$ cat src/rtl/fe_tx_pkg.sv
package fe_tx_pkg;
  localparam int NIB_W = 4;
  localparam int SYM_W = NIB_W + 1;

  typedef enum logic [1:0] {FR_IDLE, FR_SSD2, FR_BODY, FR_ESD2} frame_st_e;

  localparam logic [SYM_W-1:0] CG_IDLE = 5'b11111;
  localparam logic [SYM_W-1:0] CG_J    = 5'b11000;
  localparam logic [SYM_W-1:0] CG_K    = 5'b10001;
  localparam logic [SYM_W-1:0] CG_T    = 5'b01101;
  localparam logic [SYM_W-1:0] CG_R    = 5'b00111;
  localparam logic [SYM_W-1:0] CG_H    = 5'b00100;

  function automatic logic [SYM_W-1:0] cg_of_nibble(input logic [NIB_W-1:0] n);
    logic [SYM_W-1:0] g;
    case (n)
      4'h0: g = 5'b11110;
      4'h1: g = 5'b01001;
      4'h2: g = 5'b10100;
      4'h3: g = 5'b10101;
      4'h4: g = 5'b01010;
      4'h5: g = 5'b01011;
      4'h6: g = 5'b01110;
      4'h7: g = 5'b01111;
      4'h8: g = 5'b10010;
      4'h9: g = 5'b10011;
      4'hA: g = 5'b10110;
      4'hB: g = 5'b10111;
      4'hC: g = 5'b11010;
      4'hD: g = 5'b11011;
      4'hE: g = 5'b11100;
      default: g = 5'b11101;
    endcase
    return g;
  endfunction
endpackage

$ cat src/rtl/fe_tx_coder.sv
module fe_tx_coder
  import fe_tx_pkg::*;
(
  input  logic             clk,
  input  logic             rst_n,
  input  logic             nib_en,
  input  logic             code_on,
  input  logic             frm_act,
  input  logic             frm_err,
  input  logic [NIB_W-1:0] nib,
  output logic [SYM_W-1:0] sym
);
  frame_st_e        st_q, st_nx;
  logic [SYM_W-1:0] sym_q, sym_nx;

  always_comb begin
    st_nx  = st_q;
    sym_nx = sym_q;
    if (nib_en) begin
      if (!code_on) begin
        sym_nx = {frm_err, nib};
        st_nx  = FR_IDLE;
      end else begin
        case (st_q)
          FR_IDLE: begin
            if (frm_act) begin
              sym_nx = CG_J;
              st_nx  = FR_SSD2;
            end else begin
              sym_nx = CG_IDLE;
            end
          end
          FR_SSD2: begin
            sym_nx = CG_K;
            st_nx  = FR_BODY;
          end
          FR_BODY: begin
            if (frm_act) begin
              sym_nx = frm_err ? CG_H : cg_of_nibble(nib);
            end else begin
              sym_nx = CG_T;
              st_nx  = FR_ESD2;
            end
          end
          default: begin
            sym_nx = CG_R;
            st_nx  = FR_IDLE;
          end
        endcase
      end
    end
  end

  always_ff @(posedge clk or negedge rst_n) begin
    if (!rst_n) begin
      st_q  <= FR_IDLE;
      sym_q <= CG_IDLE;
    end else begin
      st_q  <= st_nx;
      sym_q <= sym_nx;
    end
  end

  assign sym = sym_q;
endmodule

$ cat src/rtl/fe_tx_serscr.sv
module fe_tx_serscr
  import fe_tx_pkg::*;
#(
  parameter int                LFSR_W    = 11,
  parameter int                LFSR_TAP  = 8,
  parameter logic [LFSR_W-1:0] LFSR_SEED = '1
) (
  input  logic             clk,
  input  logic             rst_n,
  input  logic             nib_en,
  input  logic [SYM_W-1:0] sym,
  output logic             ser_bit,
  output logic             scr_bit
);
  localparam int MSB = SYM_W - 1;

  logic [SYM_W-1:0]  sh_q, sh_nx;
  logic [LFSR_W-1:0] lfsr_q, lfsr_nx;
  logic              scr_q, scr_nx;
  logic              key;

  always_comb begin
    key     = lfsr_q[LFSR_W-1] ^ lfsr_q[LFSR_TAP];
    lfsr_nx = {lfsr_q[LFSR_W-2:0], key};
    scr_nx  = sh_q[MSB] ^ key;
    if (nib_en) sh_nx = sym;
    else        sh_nx = {sh_q[MSB-1:0], 1'b0};
  end

  always_ff @(posedge clk or negedge rst_n) begin
    if (!rst_n) begin
      sh_q   <= '0;
      lfsr_q <= LFSR_SEED;
      scr_q  <= 1'b0;
    end else begin
      sh_q   <= sh_nx;
      lfsr_q <= lfsr_nx;
      scr_q  <= scr_nx;
    end
  end

  assign ser_bit = sh_q[MSB];
  assign scr_bit = scr_q;
endmodule

$ cat src/rtl/fe_tx_line.sv
module fe_tx_line (
  input  logic       clk,
  input  logic       rst_n,
  input  logic       scr_bit,
  output logic [1:0] line_lvl
);
  logic       nrzi_q, nrzi_d_q;
  logic [1:0] ph_q, ph_nx;
  logic       trans;

  always_comb begin
    trans = nrzi_q ^ nrzi_d_q;
    ph_nx = ph_q + {1'b0, trans};
    case (ph_q)
      2'd1:    line_lvl = 2'b01;
      2'd3:    line_lvl = 2'b11;
      default: line_lvl = 2'b00;
    endcase
  end

  always_ff @(posedge clk or negedge rst_n) begin
    if (!rst_n) begin
      nrzi_q   <= 1'b0;
      nrzi_d_q <= 1'b0;
      ph_q     <= 2'd0;
    end else begin
      nrzi_q   <= nrzi_q ^ scr_bit;
      nrzi_d_q <= nrzi_q;
      ph_q     <= ph_nx;
    end
  end
endmodule

$ cat src/rtl/fe_tx_symbol_pipe.sv
module fe_tx_symbol_pipe
  import fe_tx_pkg::*;
#(
  parameter int                LFSR_W    = 11,
  parameter int                LFSR_TAP  = 8,
  parameter logic [LFSR_W-1:0] LFSR_SEED = '1
) (
  input  logic             clk,
  input  logic             rst_n,
  input  logic             nib_en,
  input  logic             code_on,
  input  logic             frm_act,
  input  logic             frm_err,
  input  logic [NIB_W-1:0] nib,
  output logic [1:0]       line_lvl
);
  logic [SYM_W-1:0] sym_w;
  logic             ser_w;
  logic             scr_w;

  fe_tx_coder u_coder (
    .clk(clk), .rst_n(rst_n), .nib_en(nib_en), .code_on(code_on),
    .frm_act(frm_act), .frm_err(frm_err), .nib(nib), .sym(sym_w)
  );

  fe_tx_serscr #(.LFSR_W(LFSR_W), .LFSR_TAP(LFSR_TAP), .LFSR_SEED(LFSR_SEED)) u_serscr (
    .clk(clk), .rst_n(rst_n), .nib_en(nib_en), .sym(sym_w),
    .ser_bit(ser_w), .scr_bit(scr_w)
  );

  fe_tx_line u_line (
    .clk(clk), .rst_n(rst_n), .scr_bit(scr_w), .line_lvl(line_lvl)
  );
endmodule

$ cat config.mk
export PLATFORM = sky130hd
export DESIGN_NAME = fe_tx_symbol_pipe
export DESIGN_NICKNAME = d
export VERILOG_FILES = /design/src/rtl/fe_tx_pkg.sv /design/src/rtl/fe_tx_coder.sv /design/src/rtl/fe_tx_serscr.sv /design/src/rtl/fe_tx_line.sv /design/src/rtl/fe_tx_symbol_pipe.sv
export SDC_FILE = /design/constraint.sdc
export NUM_CORES = 1
export LEC_CHECK = 0
export CORE_MARGIN = 5
export CORE_UTILIZATION = 35
export CTS_BUF_LIST = sky130_fd_sc_hd__clkbuf_8
export DETAILED_ROUTE_END_ITERATION = 10
export DONT_BUFFER_PORTS = 1
export PLACE_DENSITY = 0.49
export SLEW_MARGIN = 20
export SYNTH_ARGS = -nofsm -noshare
export SYNTH_HDL_FRONTEND = slang
export SYNTH_SLANG_ARGS = --single-unit
export TNS_END_PERCENT = 30
$ cat constraint.sdc
create_clock -name clk -period 1.6 [get_ports clk]
set_input_delay 0.32 -clock clk [delete_from_list [all_inputs] [get_ports clk]]
set_output_delay 0.32 -clock clk [all_outputs]
set_load 0.02 [all_outputs]
# Yosys cells after proc, flatten, opt, wreduce, memory -nomap -nowiden

Memories as Yosys holds them, arrays and structs flattened.
Index checks and enable logic that the tools add are counted.
Widths: inputs -> output; s select.

$add $sub $neg: 1
Multipliers: 0
Div/mod/pow operators: 0
Magnitude comparators: 0
Equality and inequality tests: 6
Shift-type cells: 0
Mux-type cells: 11
Bitwise operators: 4
Reduce and logical (&&, ||, !) cells: 2

Operators with widths:

| kind               | number |
|---|---|
| $mux 5             | 4 |
| $pmux 5 s3         | 1 |
| $mux 2             | 3 |
| $ne 3x3->1 const B | 2 |
| $pmux 2 s3         | 1 |
| $eq 2x1->1 const B | 2 |
| $eq 2x2->1 const B | 2 |
| $pmux 2 s2         | 1 |
| $xor 1x1->1        | 4 |
| $mux 3             | 1 |
| $reduce_and 3->1   | 1 |
| $add 2x1->2        | 1 |
| $logic_not 2->1    | 1 |

Bits in registers: 28
Latch bits: 0
Bits in writable memories: 0
ROM bits: 80
Input bits: 10
Output and inout port bits: 2
Logic and storage cells: 33
Memories kept: 1

Memories:

| memory          | words | width | read ports | clocked after Yosys merged registers in | wr ports | line            | text |
|---|---|---|---|---|---|---|---|
| (no name shown) | 16    | 5     | 1          | 0                                       | 0        | fe_tx_pkg.sv:16 | `case (n)` |

# Logic depth before layout (Yosys ltp)

Gate-level depths: netlist of the first run.
An unclocked memory read counts as a cell.

Word-level depth: 5
Depth in mapped cells: 6
Depth with buffers taken out: 6

# Cells and area by module

A second synthesis of the first run with hierarchy kept.

Cells, all modules: 93
Area total of the unflattened synthesis: 1191.1 µm²

Modules (own cells, without submodules):

| module       | times used | cells each | area each (µm²) | sequential area each (µm²) |
|---|---|---|---|---|
| fe_tx_serscr | 1          | 24         | 523.0           | 439.2 |
| fe_tx_coder  | 1          | 59         | 519.2           | 181.4 |
| fe_tx_line   | 1          | 10         | 148.9           | 100.1 |

# Worst setup path after synthesis of the first run

OpenSTA, ideal clock, no wires.

Kind: flip-flop to flip-flop
Start point: register u_coder.st_q[0]
End point: register u_coder.sym_q[0], in the netlist u_coder.sym[0]
Setup time: 0.084 ns
Data arrival time: 1.384 ns
Data required time: 1.516 ns
Setup slack: 0.132 ns
Cell stages (with the launch flop): 7
Path buffers: 0
Period minus slack after synthesis: 1.468 ns
Cells stage by stage: dfrtp_1 > inv_1 > ha_1 > nor2b_1 > or4_1 > a21oi_1 > o22ai_1

Cells in the longest elaborated chain, start to end: 3
Elaborated cells on any way between the ends: 5
Classes of those cells: eq/ne (2); mux (2); reduce/logical (1)

Ends and longest elaborated chain:

| what                                     | line              | text |
|---|---|---|
| start: declaration                       | fe_tx_coder.sv:13 | `frame_st_e st_q, st_nx;` |
| start signal: assignment                 | fe_tx_coder.sv:59 | `st_q <= st_nx;` |
| $eq 2x2->1, or another cell as far along | fe_tx_coder.sv:24 | `case (st_q)` |
| $pmux 5 s3 (*)                           | fe_tx_coder.sv:24 |  |
| $mux 5 (*)                               | fe_tx_coder.sv:20 | `if (!code_on) begin` |
| end signal: assignment                   | fe_tx_coder.sv:60 | `sym_q <= sym_nx;` |
| end: declaration                         | fe_tx_coder.sv:14 | `logic [SYM_W-1:0] sym_q, sym_nx;` |

Mark *: on every way between the ends. The rest lies on a longest branch, timed or not.
A chain may end at the register's enable or synchronous reset.

# Final worst setup path of the first run

Same ends and word-level chain as after synthesis.

==> key figures, run 1 <==
Placement
  • Half-perimeter wire length after placement: 1370 um
  • GPL Wtd Cong: 0.854
  • Placed cell count: 141
  • Area of placed instances: 1230 um2
  • Port buffer count: 0
  • Pre-CTS setup slack: 0.112 ns

Global routing
  • GR Util All Layers: 0.0939
  • Total grt overflow: 0
  • Number of global-route vias before repair: 712
  • Number of antenna violations at the first check in global routing: 0
  • Pin count of the biggest net entering global routing: 29
  • Wire length of the first global-routing pass: 3280 um

Cells and area
  • Total non-filler cell area in the finished layout: 1330 um2
  • Final layout net count: 117
  • Fillcell total: 328
  • Number of antenna diodes: 0
  • Growth of design area from synthesis to finish: 11.9%
  • Count of placed standard cells in the final layout, fillers left out: 147
  • Most common library cell in the layout ignoring fill and taps: sky130_fd_sc_hd__dfstp_2
  • Ratio of cells with drive above 1 in the final layout: 0.267
  • Most frequent cells in the layout: sky130_fd_sc_hd__dfstp_2 (16), sky130_fd_sc_hd__dfrtp_1 (12), sky130_fd_sc_hd__nor2_1 (8), sky130_fd_sc_hd__inv_1 (6)

Route
  • TritonRoute pass-1 iters: 4
  • Number of DRC violations after detailed routing: 0
  • Overall via count from detail_route: 698
  • Iter 0 DRT Violations: 28
  • Via-per-instance ratio: 4.75
  • Overall routed net length: 1870 um
  • ANT nets after route: 0
  • Average detailed-routed wire length per instance: 12.7 um

Worst setup path
  • Critical Path Fanout Max: 4
  • Launch point of the worst reg-to-reg path: u_coder.st_q[0]$_DFFE_PN0P_
  • Type of the worst setup path: flop to flop
  • Data arrival time of the worst path: 1.71 ns
  • Critical Path End Type: flop
  • Worst EP required: 1.80 ns
  • Element type at the critical path start: flop
  • Crit path launch: u_coder.st_q[0]$_DFFE_PN0P_

Pwr
  • Worst-case vdd ir drop: 0.587 mV
  • Leakage Power: 0.000561 uW
  • Pwr/cell area: 1520 nW/um2

Floorplan
  • Area of the core: 3310 um2
  • Chip Height: 68.3 um
  • Initial Utilization: 0.359
  • Horiz. Die Dim: 68.3 um
  • I/O Pins: 12
  • Floorplan row count: 21
  • Die outline area: 4660 um2

Timing
  • Setup skew after layout: 0.00239 ns
  • Final sum of negative setup slack: 0 ns
  • Minimum hold slack: 0.106 ns
  • Final worst-path cycle share: 0.945
  • Smallest setup slack after layout: 0.0884 ns
  • Min cycle time layout: 1.51 ns
  • Worst slew margin relative to its limit: 0.748
  • Slew at the pin closest to its max-slew limit: 0.373 ns
  • RSZ-0062 raised after global routing: no
  • Setup violation total in the final timing report: 0
  • Max frequency: 662 MHz
  • Count of pins over their slew limit: 0
  • Final Hold Viols: 0

CTS
  • Maximum count of clock buffers along a single path: 2
  • Clock Tree Root: sky130_fd_sc_hd__clkbuf_8
  • CTS tree: built
  • Post-CTS setup repair buffer count: 0
  • Post-CTS Hold Fix Bufs: 2
  • TritonCTS sink count: 28
  • Number of clock buffers inserted by TritonCTS: 3
  • Clock-pin transition on the worst setup and hold timing paths: 0.09 ns
  • Total number of H-tree levels: 1
  • Number of gates resized after cts: 0
  • Clock insertion delay at the later pin of the skew report: 0.27 ns

Yosys
  • Synthesized-area fraction occupied by ao, oa, aoi and oai cells: 0.112
  • Adder and majority gate portion of the synthesized area: 0.0526
  • Total standard cell area after synthesis: 1190 um2
  • Number of flip-flops and latches in the synthesized netlist: 28
  • Syn. warnings: 0
  • Post-synthesis instance total: 98
  • Flip-flop cell with the highest count after synthesis: sky130_fd_sc_hd__dfstp_2
  • Share of the synthesized netlist area taken by xor and xnor gates: 0.0442
  • Synthesized-area fraction occupied by and/or/nand/nor cells: 0.104
  • Share of cell area taken by muxes after synthesis: 0.0379
  • Number of synthesized flops with an enable pin: 0
  • FFs w/ async S/R, synth: 1.00
  • Average cell area after synthesis: 12.1 um2
  • Main combinational cell family by area after synthesis: compound AO/OA/AOI/OAI gates
  • Sequential element share of the synthesized area: 0.606
  • Library cells used by synthesis: 32
  • Synthesized net count: 113

Run
  • Max-cap check violation count: 0

Worst hold path
  • Min-Delay Path Class: primary input to flop
  • Hold Startpoint: nib_en

Status
  • Run status: completed
## per-layer routing
layer / vias to the layer above / part of all wire / global-route usage
met2: 20 / 0.42 / 0.141
met5: - / 0 / 0
li1: 344 / - / -
met3: 2 / 0.066 / 0.0411
met4: 0 / 0.011 / 0.0149
met1: 332 / 0.50 / 0.127
## final cells by class
class                   count  area (um2)  share of cell area
well taps                  46        57.6              0.0433
clock buffers               3        41.3              0.0310
inverters                   7        26.3              0.0198
flip-flops and latches     28         721               0.542
repair buffers              3        37.5              0.0282
multi-input cells          59         417               0.313
clock inverters             1        30.0              0.0226
## critical path, cell delays in order (launching register included)
cell and delay (ns):
sky130_fd_sc_hd__dfrtp_1 0.41, sky130_fd_sc_hd__inv_1 0.08, sky130_fd_sc_hd__ha_1 0.21, sky130_fd_sc_hd__nor2b_1 0.15
sky130_fd_sc_hd__or4_1 0.39, sky130_fd_sc_hd__a21oi_1 0.12, sky130_fd_sc_hd__o22ai_1 0.09
## registers in the layout, summed over array words and instances (netlist names)
name / cells
u_line.nrzi_q: 1
u_serscr.lfsr_q: 11
u_line.ph_q: 2
u_serscr.scr_bit: 1
u_coder.st_q: 2
u_coder.sym: 5
u_serscr.sh_q: 5
u_line.nrzi_d_q: 1
## final timing paths
path,to,slack [ns],cells after the start
max,u_coder.sym[0]$_DFFE_PN1P_,0.09,6
min,u_coder.sym[1]$_DFFE_PN1P_,0.11,1
max reg2reg,u_coder.sym[0]$_DFFE_PN1P_,0.09,6
min reg2reg,u_serscr.lfsr_q[7]$_DFF_PN1_,0.36,0
max in group asynchronous,u_serscr.lfsr_q[1]$_DFF_PN1_,0.88,2
min in group asynchronous,u_serscr.sh_q[2]$_DFF_PN0_,0.50,2
## per-stage QoR
| stage | total power [uW] | util |
|---|---|---|
| 6_report | 2020 | 0.402 |
| 5_1_grt | 2150 | 0.402 |
| 4_1_cts | 2040 | 0.402 |
| 3_5_place_dp | 1480 | 0.371 |
| 3_3_place_gp | 1460 | 0.371 |
| 2_1_floorplan | 1370 | - |
## cells by family after synthesis
kind of cell | count (synthesis)
AND/OR/NAND/NOR | 24
multiplexers | 4
flip-flops | 28
AO/OA/AOI/OAI | 20
adder cells (fa/ha/maj) | 5
buffers and inverters | 11
XOR/XNOR | 6
## power by group
| group | total [uW] | internal (uW) | switching [uW] |
|---|---|---|---|
| combinational | 475 | 229 | 246 |
| sequential | 1000 | 896 | 108 |
| clock | 542 | 334 | 207 |
| total | 2020 | 1460 | 562 |
## synthesized netlist by cell type (all sizes together), types with 2 or more instances
| cell | n | share of area |
|---|---|---|
| dfstp | 16 | 0.35 |
| dfrtp | 12 | 0.25 |
| nor2 | 8 | 0.025 |
| inv | 7 | 0.022 |
| ha | 5 | 0.053 |
| xor2 | 5 | 0.037 |
| a21oi | 4 | 0.017 |
| mux2 | 4 | 0.038 |
| o21ai | 4 | 0.017 |
| buf | 3 | 0.018 |
| nor2b | 3 | 0.016 |
| a221oi | 2 | 0.015 |
| a31oi | 2 | 0.011 |
| and2 | 2 | 0.011 |
| nand2 | 2 | 0.0063 |
| nand4 | 2 | 0.011 |
| nor3 | 2 | 0.0084 |
| o21bai | 2 | 0.013 |
| o41ai | 2 | 0.015 |
(Power assumes the default switching activity.)
==> inputs of run 2 (changes only) <==
==> constraint.sdc (replaced) <==
create_clock -name clk -period 1.8 [get_ports clk]
set_input_delay 0.36 -clock clk [delete_from_list [all_inputs] [get_ports clk]]
set_output_delay 0.36 -clock clk [all_outputs]
set_load 0.02 [all_outputs]
==> run 2 against run 1 <==
- non-clock buffer count decreased by 1
- worst hold slack improved by 0.033 ns
- via count grew 1.9%
- clock skew grew 0.0040 ns
- fmax is 5.2% lower
- first-iteration DRC count decreased by 7.1%
- combinational power shrank 15%
==> key figures, run 2 (synthesis gave the netlist of run 1 again) <==
CTS
  • Maximum count of clock buffers along a single path: 2
  • TritonCTS sink count: 28
  • Total number of H-tree levels: 1
  • Clock insertion delay at the later pin of the skew report: 0.27 ns
  • Clock Tree Root: sky130_fd_sc_hd__clkbuf_8
  • Post-CTS setup repair buffer count: 0
  • Post-CTS Hold Fix Bufs: 2
  • Number of gates resized after cts: 0
  • Clock-pin transition on the worst setup and hold timing paths: 0.10 ns
  • Number of clock buffers inserted by TritonCTS: 3
  • CTS tree: built

Worst setup path
  • Type of the worst setup path: flop to flop
  • Total number of cells along the worst setup path: 6
  • Critical path buffers and inverters: 1
  • Crit-path leading delay family: simple AND/OR/NAND/NOR gates
  • Data arrival time of the worst path: 1.80 ns
  • Path depth of the worst reg2reg path: 6
  • Critical path's slowest cell: sky130_fd_sc_hd__dfrtp_1
  • Element type at the critical path start: flop
  • Critical Path End Type: flop
  • Worst EP required: 2.00 ns
  • Slowest Stage Delay on Critical Path: 0.41 ns
  • Critical Path Fanout Max: 5
  • Cell-by-cell listing of the critical path: inv_1 -> ha_1 -> nor2b_1 -> or4_1 -> a21oi_1 -> o22ai_1

Floorplan
  • I/O Pins: 12
  • Floorplan row count: 21
  • Die outline area: 4660 um2
  • Initial Utilization: 0.359
  • Horiz. Die Dim: 68.3 um
  • Area of the core: 3310 um2
  • Chip Height: 68.3 um

Pwr
  • Sequential Power Share: 0.501
  • Pwr/cell area: 1350 nW/um2
  • Leakage Power: 0.000556 uW
  • Worst-case vdd ir drop: 0.448 mV
  • Portion of total power attributed to combinational logic: 0.225
  • Internal Pwr Total: 1280 uW
  • Switch share: 0.281
  • Portion of total power attributed to the clock network: 0.273
  • Power spent charging and discharging nets: 502 uW
  • Overall power: 1780 uW

Cells and area
  • Number of antenna diodes: 0
  • Biggest register: u_serscr.lfsr_q
  • Ratio of cells with drive above 1 in the final layout: 0.260
  • Most frequent cells in the layout: sky130_fd_sc_hd__dfstp_2 (16), sky130_fd_sc_hd__dfrtp_1 (12), sky130_fd_sc_hd__nor2_1 (8), sky130_fd_sc_hd__inv_1 (6)
  • Fillcell total: 324
  • Most common library cell in the layout ignoring fill and taps: sky130_fd_sc_hd__dfstp_2
  • Final layout net count: 116
  • Largest register FFs: 11
  • Count of placed standard cells in the final layout, fillers left out: 146
  • Growth of design area from synthesis to finish: 11.3%

Timing
  • RSZ-0062 raised after global routing: no
  • Setup violation total in the final timing report: 0
  • Count of pins over their slew limit: 0
  • Setup skew after layout: 0.00642 ns
  • Final worst-path cycle share: 0.886
  • Min cycle time layout: 1.59 ns
  • Max frequency: 627 MHz
  • Slew at the pin closest to its max-slew limit: 0.307 ns
  • Smallest setup slack after layout: 0.205 ns
  • Final Hold Viols: 0
  • Final sum of negative setup slack: 0 ns
  • Worst slew margin relative to its limit: 0.793
  • Minimum hold slack: 0.139 ns

Global routing
  • Total grt overflow: 0
  • Number of global-route vias before repair: 726
  • Pin count of the biggest net entering global routing: 29
  • Wire length of the first global-routing pass: 3310 um
  • GR Util All Layers: 0.0977
  • Number of antenna violations at the first check in global routing: 0

Route
  • Overall routed net length: 1930 um
  • Via-per-instance ratio: 4.87
  • TritonRoute pass-1 iters: 4
  • Uppermost layer routed: met4
  • DRT met1 WL: 930 um
  • Overall via count from detail_route: 711
  • DR WL met2: 794 um
  • Number of DRC violations after detailed routing: 0
  • Iter 0 DRT Violations: 26
  • Average detailed-routed wire length per instance: 13.2 um
  • Met3 routed WL: 160 um
  • ANT nets after route: 0

Run
  • Max-cap check violation count: 0

Placement
  • Pre-CTS setup slack: 0.225 ns
  • Placed cell count: 140
  • GPL Wtd Cong: 0.817
  • Port buffer count: 0
  • Half-perimeter wire length after placement: 1350 um

Worst hold path
  • Min-Delay Path Class: primary input to flop
  • Worst hold path stage count: 1

Status
  • Run status: completed
[run 2: cell type report]
class / instances / area, um2 / area share
clock buffers: 3 / 41.3 / 0.0312
well taps: 46 / 57.6 / 0.0435
clock inverters: 1 / 30.0 / 0.0227
repair buffers: 2 / 30.0 / 0.0227
multi-input cells: 59 / 417 / 0.315
inverters: 7 / 26.3 / 0.0199
flip-flops and latches: 28 / 721 / 0.545
[run 2: power by group through the flow]
stage / sequential, uW / clock, uW / combinational, uW
2_1_floorplan: 868 / 0 / 353
3_3_place_gp: 903 / 0 / 379
3_5_place_dp: 908 / 0 / 384
4_1_cts: 897 / 503 / 409
5_1_grt: 913 / 527 / 466
6_report: 895 / 488 / 402
[run 2: routing by layer]
metal	vias to the layer above	GRT usage
met5	-	0
met1	344	0.123
li1	340	-
met4	0	0.0447
met2	23	0.142
met3	4	0.0443
[run 2: worst paths after layout]
| path | start | to | slack [ns] |
|---|---|---|---|
| setup / recovery | u_coder.st_q[0]$_DFFE_PN0P_ | u_coder.sym[0]$_DFFE_PN1P_ | 0.21 |
| hold / removal | nib_en | u_coder.sym[2]$_DFFE_PN1P_ | 0.14 |
| setup reg to reg | u_coder.st_q[0]$_DFFE_PN0P_ | u_coder.sym[0]$_DFFE_PN1P_ | 0.21 |
| hold reg to reg | u_serscr.lfsr_q[6]$_DFF_PN1_ | u_serscr.lfsr_q[7]$_DFF_PN1_ | 0.36 |
| max in group asynchronous | rst_n | u_serscr.lfsr_q[0]$_DFF_PN1_ | 1.04 |
| min in group asynchronous | rst_n | u_coder.st_q[0]$_DFFE_PN0P_ | 0.53 |
[run 2: stage by stage]
step | cell area [um2] | utilization
final | 1320 | 0.399
after global routing | 1320 | 0.399
after CTS | 1320 | 0.399
after detailed placement | 1220 | 0.369
after global placement | 1220 | 0.369
after floorplan | 1190 | -
[run 2: worst register-to-register path, stage by stage (launching register included)]
cell and delay, ns:
sky130_fd_sc_hd__dfrtp_1 0.41, sky130_fd_sc_hd__inv_1 0.08, sky130_fd_sc_hd__ha_1 0.25, sky130_fd_sc_hd__nor2b_1 0.17
sky130_fd_sc_hd__or4_1 0.39, sky130_fd_sc_hd__a21oi_1 0.14, sky130_fd_sc_hd__o22ai_1 0.10
